## config.mk

```make
export PLATFORM = sky130hd
export DESIGN_NAME = cs_wait_ctrl
export DESIGN_NICKNAME = d
export VERILOG_FILES = /design/src/rtl/cs_wait_pkg.sv /design/src/rtl/cs_wait_regs.sv /design/src/rtl/cs_wait_decode.sv /design/src/rtl/cs_wait_seq.sv /design/src/rtl/cs_wait_ctrl.sv
export SDC_FILE = /design/constraint.sdc
export NUM_CORES = 1
export LEC_CHECK = 0
export BUFFER_PORTS_ARGS = -buffer_cell sky130_fd_sc_hd__buf_2
export CAP_MARGIN = 25
export CORE_ASPECT_RATIO = 0.7
export CORE_MARGIN = 2
export CORE_UTILIZATION = 49
export DETAILED_ROUTE_END_ITERATION = 12
export PLACE_DENSITY_LB_ADDON = 0.05
export SLEW_MARGIN = 10
export SYNTH_ARGS = -nofsm -noshare
export SYNTH_HDL_FRONTEND = slang
export SYNTH_HIERARCHICAL = 1
export SYNTH_SLANG_ARGS = --single-unit
export TNS_END_PERCENT = 50
```

## constraint.sdc

```tcl
create_clock -name clk_i -period 5.2 [get_ports clk_i]
set_clock_uncertainty 0.15 [all_clocks]
set_input_delay 0.52 -clock clk_i [delete_from_list [all_inputs] [get_ports clk_i]]
set_output_delay 0.52 -clock clk_i [all_outputs]
set_load 0.005 [all_outputs]
```

## src/rtl/cs_wait_pkg.sv

```systemverilog
package cs_wait_pkg;
  typedef enum logic [2:0] {ST_IDLE, ST_ADDR, ST_STRB, ST_INT, ST_DONE} seq_state_t;

  // no-wait -> 0; code 00/01/10 -> 1/2/3; reserved 11 -> 3
  function automatic logic [1:0] wait_count(input logic nowait, input logic [1:0] code);
    if (nowait) return 2'd0;
    if (code == 2'b11) return 2'd3;
    return code + 2'd1;
  endfunction
endpackage

```

## src/rtl/cs_wait_regs.sv

```systemverilog
module cs_wait_regs #(
  parameter int NUM_CS = 4,
  localparam int REG_W = 2 * NUM_CS
) (
  input  logic              clk_i,
  input  logic              rst_ni,
  input  logic              we_i,
  input  logic              sel_i,
  input  logic [REG_W-1:0]  wdata_i,
  output logic [NUM_CS-1:0] nowait_o,
  output logic [REG_W-1:0]  exp_o,
  output logic              err_o
);
  logic [NUM_CS-1:0] nowait_q, nowait_d;
  logic [REG_W-1:0]  exp_q, exp_d;
  logic              err_q, err_d;

  always_comb begin
    nowait_d = nowait_q;
    exp_d    = exp_q;
    err_d    = 1'b0;
    if (we_i) begin
      if (!sel_i) begin
        for (int i = 0; i < NUM_CS; i++) begin
          if (wdata_i[i] && !nowait_q[i] && exp_q[2*i +: 2] != 2'b00) err_d = 1'b1;
          else nowait_d[i] = wdata_i[i];
        end
      end else begin
        for (int i = 0; i < NUM_CS; i++) begin
          if (nowait_q[i]) begin
            if (wdata_i[2*i +: 2] != exp_q[2*i +: 2]) err_d = 1'b1;
          end else begin
            exp_d[2*i +: 2] = wdata_i[2*i +: 2];
            if (wdata_i[2*i +: 2] == 2'b11) err_d = 1'b1;
          end
        end
      end
    end
  end

  always_ff @(posedge clk_i or negedge rst_ni) begin
    if (!rst_ni) begin
      nowait_q <= '0;
      exp_q    <= '0;
      err_q    <= 1'b0;
    end else begin
      nowait_q <= nowait_d;
      exp_q    <= exp_d;
      err_q    <= err_d;
    end
  end

  assign nowait_o = nowait_q;
  assign exp_o    = exp_q;
  assign err_o    = err_q;

  for (genvar g = 0; g < NUM_CS; g++) begin : g_chk
    assert_nowait_set_R6: assert property (@(posedge clk_i) disable iff (!rst_ni)
      (nowait_q[g] && !$past(nowait_q[g])) |-> ($past(exp_q[2*g +: 2]) == 2'b00));
    assert_exp_locked_R5: assert property (@(posedge clk_i) disable iff (!rst_ni)
      (exp_q[2*g +: 2] != $past(exp_q[2*g +: 2])) |-> !$past(nowait_q[g]));
  end
endmodule

```

## src/rtl/cs_wait_decode.sv

```systemverilog
module cs_wait_decode #(
  parameter int ADDR_W = 20,
  parameter int NUM_CS = 4,
  parameter int SPAN_LOG2 = 16,
  parameter logic [NUM_CS*ADDR_W-1:0] CS_BASE = {20'h40000, 20'h30000, 20'h20000, 20'h10000},
  parameter logic [ADDR_W-1:0] SFR_SIZE = 20'h00400,
  localparam int IDX_W = (NUM_CS > 1) ? $clog2(NUM_CS) : 1
) (
  input  logic [ADDR_W-1:0] addr_i,
  output logic              hit_o,
  output logic [IDX_W-1:0]  region_o,
  output logic              sfr_o
);
  logic [NUM_CS-1:0] win_hit;

  for (genvar g = 0; g < NUM_CS; g++) begin : g_win
    assign win_hit[g] = addr_i[ADDR_W-1:SPAN_LOG2] == CS_BASE[g*ADDR_W+SPAN_LOG2 +: ADDR_W-SPAN_LOG2];
  end

  // lowest window index wins on overlap
  always_comb begin
    region_o = '0;
    for (int i = NUM_CS - 1; i >= 0; i--) begin
      if (win_hit[i]) region_o = IDX_W'(i);
    end
  end

  assign hit_o = |win_hit;
  assign sfr_o = !hit_o && (addr_i < SFR_SIZE);
endmodule

```

## src/rtl/cs_wait_seq.sv

```systemverilog
module cs_wait_seq
  import cs_wait_pkg::*;
#(
  parameter int ADDR_W = 20,
  parameter int DATA_W = 16,
  parameter int NUM_CS = 4,
  localparam int IDX_W = (NUM_CS > 1) ? $clog2(NUM_CS) : 1,
  localparam int BE_W  = DATA_W / 8
) (
  input  logic                clk_i,
  input  logic                rst_ni,
  input  logic                req_i,
  input  logic                we_i,
  input  logic [ADDR_W-1:0]   addr_i,
  input  logic [BE_W-1:0]     be_i,
  input  logic [DATA_W-1:0]   wdata_i,
  input  logic                hit_i,
  input  logic [IDX_W-1:0]    region_i,
  input  logic                sfr_i,
  input  logic [NUM_CS-1:0]   nowait_i,
  input  logic [2*NUM_CS-1:0] exp_i,
  input  logic                rdy_i,
  input  logic [DATA_W-1:0]   bus_data_i,
  output logic                ack_o,
  output logic [DATA_W-1:0]   rdata_o,
  output logic [ADDR_W-1:0]   bus_addr_o,
  output logic [DATA_W-1:0]   bus_data_o,
  output logic                bus_data_oe_o,
  output logic                bus_rd_no,
  output logic                bus_wr_no,
  output logic                bus_wrl_no,
  output logic                bus_wrh_no,
  output logic                bus_bhe_no,
  output logic [NUM_CS-1:0]   bus_cs_no,
  output logic                bus_ale_o
);
  seq_state_t        state_q;
  logic [ADDR_W-1:0] addr_q;
  logic              bhe_q, we_q, sfr_q, nw_q;
  logic [BE_W-1:0]   be_q;
  logic [DATA_W-1:0] wdata_q, rdata_q;
  logic [IDX_W-1:0]  region_q;
  logic [1:0]        waits_q, cnt_q;

  always_ff @(posedge clk_i or negedge rst_ni) begin
    if (!rst_ni) begin
      state_q  <= ST_IDLE;
      addr_q   <= '0;
      bhe_q    <= 1'b1;
      we_q     <= 1'b0;
      sfr_q    <= 1'b0;
      nw_q     <= 1'b0;
      be_q     <= '0;
      wdata_q  <= '0;
      rdata_q  <= '0;
      region_q <= '0;
      waits_q  <= '0;
      cnt_q    <= '0;
    end else begin
      case (state_q)
        ST_IDLE: if (req_i) begin
          we_q    <= we_i;
          be_q    <= be_i;
          wdata_q <= wdata_i;
          sfr_q   <= sfr_i;
          if (hit_i || sfr_i) begin
            addr_q <= addr_i;
            bhe_q  <= !be_i[BE_W-1];
          end
          if (hit_i) begin
            region_q <= region_i;
            nw_q     <= nowait_i[region_i];
            waits_q  <= wait_count(nowait_i[region_i], exp_i[2*region_i +: 2]);
            state_q  <= ST_ADDR;
          end else begin
            state_q  <= ST_INT;
          end
        end
        ST_ADDR: begin
          cnt_q   <= '0;
          state_q <= ST_STRB;
        end
        ST_STRB: begin
          if (cnt_q == waits_q && (nw_q || rdy_i)) begin
            rdata_q <= bus_data_i;
            state_q <= ST_DONE;
          end else if (cnt_q != waits_q) begin
            cnt_q <= cnt_q + 2'd1;
          end
        end
        ST_INT:  state_q <= ST_DONE;
        default: state_q <= ST_IDLE;
      endcase
    end
  end

  logic strobe_on;
  assign strobe_on = (state_q == ST_STRB) || (state_q == ST_INT && sfr_q);

  always_comb begin
    bus_cs_no = '1;
    if (state_q == ST_ADDR || state_q == ST_STRB) bus_cs_no[region_q] = 1'b0;
  end

  assign bus_ale_o     = (state_q == ST_ADDR);
  assign bus_addr_o    = addr_q;
  assign bus_bhe_no    = bhe_q;
  assign bus_rd_no     = !(strobe_on && !we_q);
  assign bus_wr_no     = !(strobe_on && we_q);
  assign bus_wrl_no    = !(strobe_on && we_q && be_q[0]);
  assign bus_wrh_no    = !(strobe_on && we_q && be_q[BE_W-1]);
  assign bus_data_oe_o = we_q && (state_q == ST_STRB || state_q == ST_INT);
  // ROM/RAM write: value on the bus is don't-care, zero chosen
  assign bus_data_o    = (state_q == ST_INT && !sfr_q) ? '0 : wdata_q;
  assign ack_o         = (state_q == ST_DONE);
  assign rdata_o       = rdata_q;

  assert_cs_onehot_R8: assert property (@(posedge clk_i) disable iff (!rst_ni)
    $onehot0(~bus_cs_no));
  assert_strobe_excl_R9: assert property (@(posedge clk_i) disable iff (!rst_ni)
    !(!bus_rd_no && !bus_wr_no));
  assert_int_park_R10: assert property (@(posedge clk_i) disable iff (!rst_ni)
    (state_q == ST_INT) |-> (&bus_cs_no && !bus_ale_o));
  assert_rom_hold_R11: assert property (@(posedge clk_i) disable iff (!rst_ni)
    (state_q == ST_INT && !sfr_q) |-> (bus_rd_no && bus_wr_no && $stable(bus_addr_o) && $stable(bus_bhe_no)));
  assert_nowait_one_R3: assert property (@(posedge clk_i) disable iff (!rst_ni)
    (state_q == ST_STRB && nw_q) |=> (state_q == ST_DONE));
  assert_ack_pulse_R13: assert property (@(posedge clk_i) disable iff (!rst_ni)
    ack_o |=> !ack_o);
endmodule

```

## src/rtl/cs_wait_ctrl.sv

```systemverilog
module cs_wait_ctrl #(
  parameter int ADDR_W = 20,
  parameter int DATA_W = 16,
  parameter int NUM_CS = 4,
  parameter int SPAN_LOG2 = 16,
  parameter logic [NUM_CS*ADDR_W-1:0] CS_BASE = {20'h40000, 20'h30000, 20'h20000, 20'h10000},
  parameter logic [ADDR_W-1:0] SFR_SIZE = 20'h00400,
  localparam int REG_W = 2 * NUM_CS,
  localparam int IDX_W = (NUM_CS > 1) ? $clog2(NUM_CS) : 1,
  localparam int BE_W  = DATA_W / 8
) (
  input  logic              clk_i,
  input  logic              rst_ni,
  input  logic              reg_we_i,
  input  logic              reg_sel_i,
  input  logic [REG_W-1:0]  reg_wdata_i,
  output logic              reg_err_o,
  input  logic              req_i,
  input  logic              we_i,
  input  logic [ADDR_W-1:0] addr_i,
  input  logic [BE_W-1:0]   be_i,
  input  logic [DATA_W-1:0] wdata_i,
  output logic              ack_o,
  output logic [DATA_W-1:0] rdata_o,
  input  logic              rdy_i,
  output logic [ADDR_W-1:0] bus_addr_o,
  output logic [DATA_W-1:0] bus_data_o,
  output logic              bus_data_oe_o,
  input  logic [DATA_W-1:0] bus_data_i,
  output logic              bus_rd_no,
  output logic              bus_wr_no,
  output logic              bus_wrl_no,
  output logic              bus_wrh_no,
  output logic              bus_bhe_no,
  output logic [NUM_CS-1:0] bus_cs_no,
  output logic              bus_ale_o
);
  logic [NUM_CS-1:0] nowait;
  logic [REG_W-1:0]  exp_code;
  logic              hit, sfr;
  logic [IDX_W-1:0]  region;

  cs_wait_regs #(.NUM_CS(NUM_CS)) u_regs (
    .clk_i, .rst_ni,
    .we_i(reg_we_i), .sel_i(reg_sel_i), .wdata_i(reg_wdata_i),
    .nowait_o(nowait), .exp_o(exp_code), .err_o(reg_err_o)
  );

  cs_wait_decode #(
    .ADDR_W(ADDR_W), .NUM_CS(NUM_CS), .SPAN_LOG2(SPAN_LOG2),
    .CS_BASE(CS_BASE), .SFR_SIZE(SFR_SIZE)
  ) u_dec (
    .addr_i, .hit_o(hit), .region_o(region), .sfr_o(sfr)
  );

  cs_wait_seq #(.ADDR_W(ADDR_W), .DATA_W(DATA_W), .NUM_CS(NUM_CS)) u_seq (
    .clk_i, .rst_ni, .req_i, .we_i, .addr_i, .be_i, .wdata_i,
    .hit_i(hit), .region_i(region), .sfr_i(sfr),
    .nowait_i(nowait), .exp_i(exp_code), .rdy_i, .bus_data_i,
    .ack_o, .rdata_o, .bus_addr_o, .bus_data_o, .bus_data_oe_o,
    .bus_rd_no, .bus_wr_no, .bus_wrl_no, .bus_wrh_no, .bus_bhe_no,
    .bus_cs_no, .bus_ale_o
  );
endmodule

```

==> results.cfg <==
[critical_path]
endpoint_kind = output pin
start_kind = flop
crit_type = flop to output pin
required_ps = 4530
r2r_end = u_seq/bus_addr_o[18]
critPathMaxFanout = 9
reg2reg_slack_ps = 2880
arrival_ps = 2090
r2r_cells = 5
rr_startpoint = u_seq/state_q[2]

[clock_network]
cts-root-buf = clkbuf_8
cts.sinks = 80
clock_path_buffers = 2
cts_tree = yes
numCtsBuffers = 9
htree_levels = 3
cts-resized-gates = 0
clock_latency_ps = 350
path_clk_slew_ps = 80

[timing]
tightest_slew_ps = 676
maxSlewViolCount = 0
finalSetupTns_ps = 0
slew_headroom_pct = 54.6
final-hold-violation-count = 0
fin_crit_ps = 2760
post-route-period-util_pct = 53.0
setup_viol = 0
fmax_ghz = 0.363
rsz0062_at_grt = false

[power]
p_leak_nw = 2.26
ir_worst_vdd_mv = 0.296
powerDensity_nw_per_um2 = 576

[synthesis]
synth_top_area_share_pct = 52.9
syn-num-nets = 352
synth_xor_area_share_pct = 3.05
avgSynthCellArea_um2 = 13.2
yosysTopAreaCell = dfrtp_1
syn-cell-area_um2 = 3740
synth_edf_count = 0
synthTopCellsByCount = dfrtp_1, mux2_2, nor2b_1
yosysMostFrequentCell = dfrtp_1
synth_fa_ha_area_share_pct = 0
async_reset_ff_share_pct = 100
synth.distinct_cells = 50
ys_warn_count = 6
synth-compound-area-share_pct = 5.59
synth-simple-area-share_pct = 12.0
synth_cells = 283
synth-seq-cells = 80
synth_area_leaders = dfrtp_1, mux2_2, mux2_4
yosysSeqAreaShare_pct = 53.6
synth_top_family_by_area = multiplexers
yosys_most_used_dff = dfrtp_1
synthMuxAreaShare_pct = 23.1

[drt]
drt_wl_total_um = 8380
drt-initial-drc-count = 118
wl_per_cell_um = 16.0
via_per_inst = 5.21
ant_nets = 0
drc = 0
vias = 2734
drt-pass1-iter-count = 4

[place]
routabilityCongestion = 0.802
place.port_buffers = 133
hpwl_um = 6070

[worst_hold_path]
hold_path_startpoint = be_i[1]
min_path_type = input pin to flop
hold_end = u_seq/bus_bhe_no
worstHoldPathCells = 2

[floorplanning]
rows = 26
die_w_um = 108
die_height_um = 77.1
start_util_pct = 50.9
die_area_um2 = 8360
io_pins = 134
core_area_um2 = 7350

[run]
cap_viol_max_count = 0

[layout]
area_growth_pct = 28.0
layout.nets = 492
utilization_pct = 65.1
antenna_cells = 0
drive_gt1_share_pct = 54.8

[global_routing]
grt_pass1_vias = 2611
grt_max_degree = 81
antenna_found_initial = 0
track_usage_pct = 20.9
grt_pass1_wl_um = 13300
overflow = 0

[status]
outcome = complete, no violations
## worst max-delay path, cell delays in order, from the launching register on
cell and delay (ps):
dfrtp_1 480, or2b_2 370, nor3_2 430, buf_4 270, nor2b_1 60, buf_2 130
## where the power goes
part           switching [mW]  internal (mW)  leakage, nW
Combinational           0.442          0.637         1.18
Sequential              0.220          0.919        0.968
Clock                   0.220          0.317        0.113
Total                   0.881           1.87         2.26
## cell usage in the layout, fill, tap and decap left out, types with 2 or more instances in the layout
cell,netlist,final
clkbuf_8,0,9
nand4_1,2,2
mux2_2,55,55
o211ai_1,2,2
buf_4,1,4
inv_1,8,8
xnor2_1,3,3
mux2_4,11,11
bufinv_16,0,3
nor2_1,10,10
a21oi_1,6,6
o2bb2ai_1,2,2
buf_2,4,132
nand3_1,4,4
or4_1,2,2
o21a_1,2,2
or3b_2,2,2
mux4_2,3,3
nor3_1,5,4
nand3b_1,3,3
dfrtp_1,79,79
nand2b_1,3,3
xor2_1,10,10
o21ai_0,8,8
nor2b_1,20,20
nand2_1,10,10
## through the flow
stage / power [mW] / instance area (um2) / std cells / worst slack [ps] / hold WS [ps]
6_report: 2.75 / 4780 / 525 / 2440 / 182
5_1_grt: 2.96 / 4780 / 525 / 2290 / 179
4_1_cts: 2.77 / 4720 / 521 / 2210 / 164
3_5_place_dp: 2.22 / 4490 / 506 / 2120 / 308
3_3_place_gp: 2.18 / 4490 / 506 / 2250 / 304
2_1_floorplan: 1.81 / 3740 / 283 / 2910 / 74.4
## flip-flops by register name, indices dropped and copies added (netlist names)
register,flops
u_regs/err_o,1
u_regs/exp_o,8
u_regs/nowait_o,4
u_seq/be_q,2
u_seq/bus_addr_o,20
u_seq/bus_bhe_no,1
u_seq/cnt_q,2
u_seq/nw_q,1
u_seq/rdata_o,16
u_seq/region_q,2
u_seq/sfr_q,1
u_seq/state_q,3
u_seq/waits_q,2
u_seq/wdata_q,16
u_seq/we_q,1
## per-layer routing
metal,vias to the layer above,global-route usage (%),part of all wire [%]
met5,-,0,0
met4,0,6.28,1.4
met3,12,7.14,8.7
met2,113,28.9,43
met1,1323,31.0,47
li1,1286,-,-
## layout make-up
cell class,count,area [um2]
fill,605,2570
sequential,80,2000
multi-input combinational,185,1650
timing repair buffer,139,748
clock buffer,10,128
tap,98,123
clock inverter,5,106
inverter,8,30.0
## how the worst max path moves through the flow
stage	start	endpoint	slack [ps]	depth (start not counted)
after global routing	u_seq/state_q[1]	bus_data_o[12]	2290	5
final	u_seq/state_q[2]	bus_data_o[14]	2440	5
after detailed placement	addr_i[16]	u_seq/bus_addr_o[8]	2120	5
after CTS	u_seq/state_q[1]	bus_data_o[14]	2210	4
after global placement	addr_i[16]	u_seq/bus_addr_o[5]	2250	5
after floorplan	addr_i[16]	u_seq/bus_addr_o[11]	2910	5
## cells by family (layout without fill, tap and decap cells)
| family | Yosys count | count (layout) |
|---|---|---|
| flops | 80 | 80 |
| simple gates | 71 | 71 |
| mux | 70 | 70 |
| compound gates | 31 | 31 |
| buf+inv | 18 | 162 |
| xor+xnor | 13 | 13 |
## what timing repair did
item / CTS / global route
endpoints found under the hold margin: 0 / 11
hold buffers: 0 / 1
buffers inserted: 0 / 0
Power figures use the tool's default switching activity.
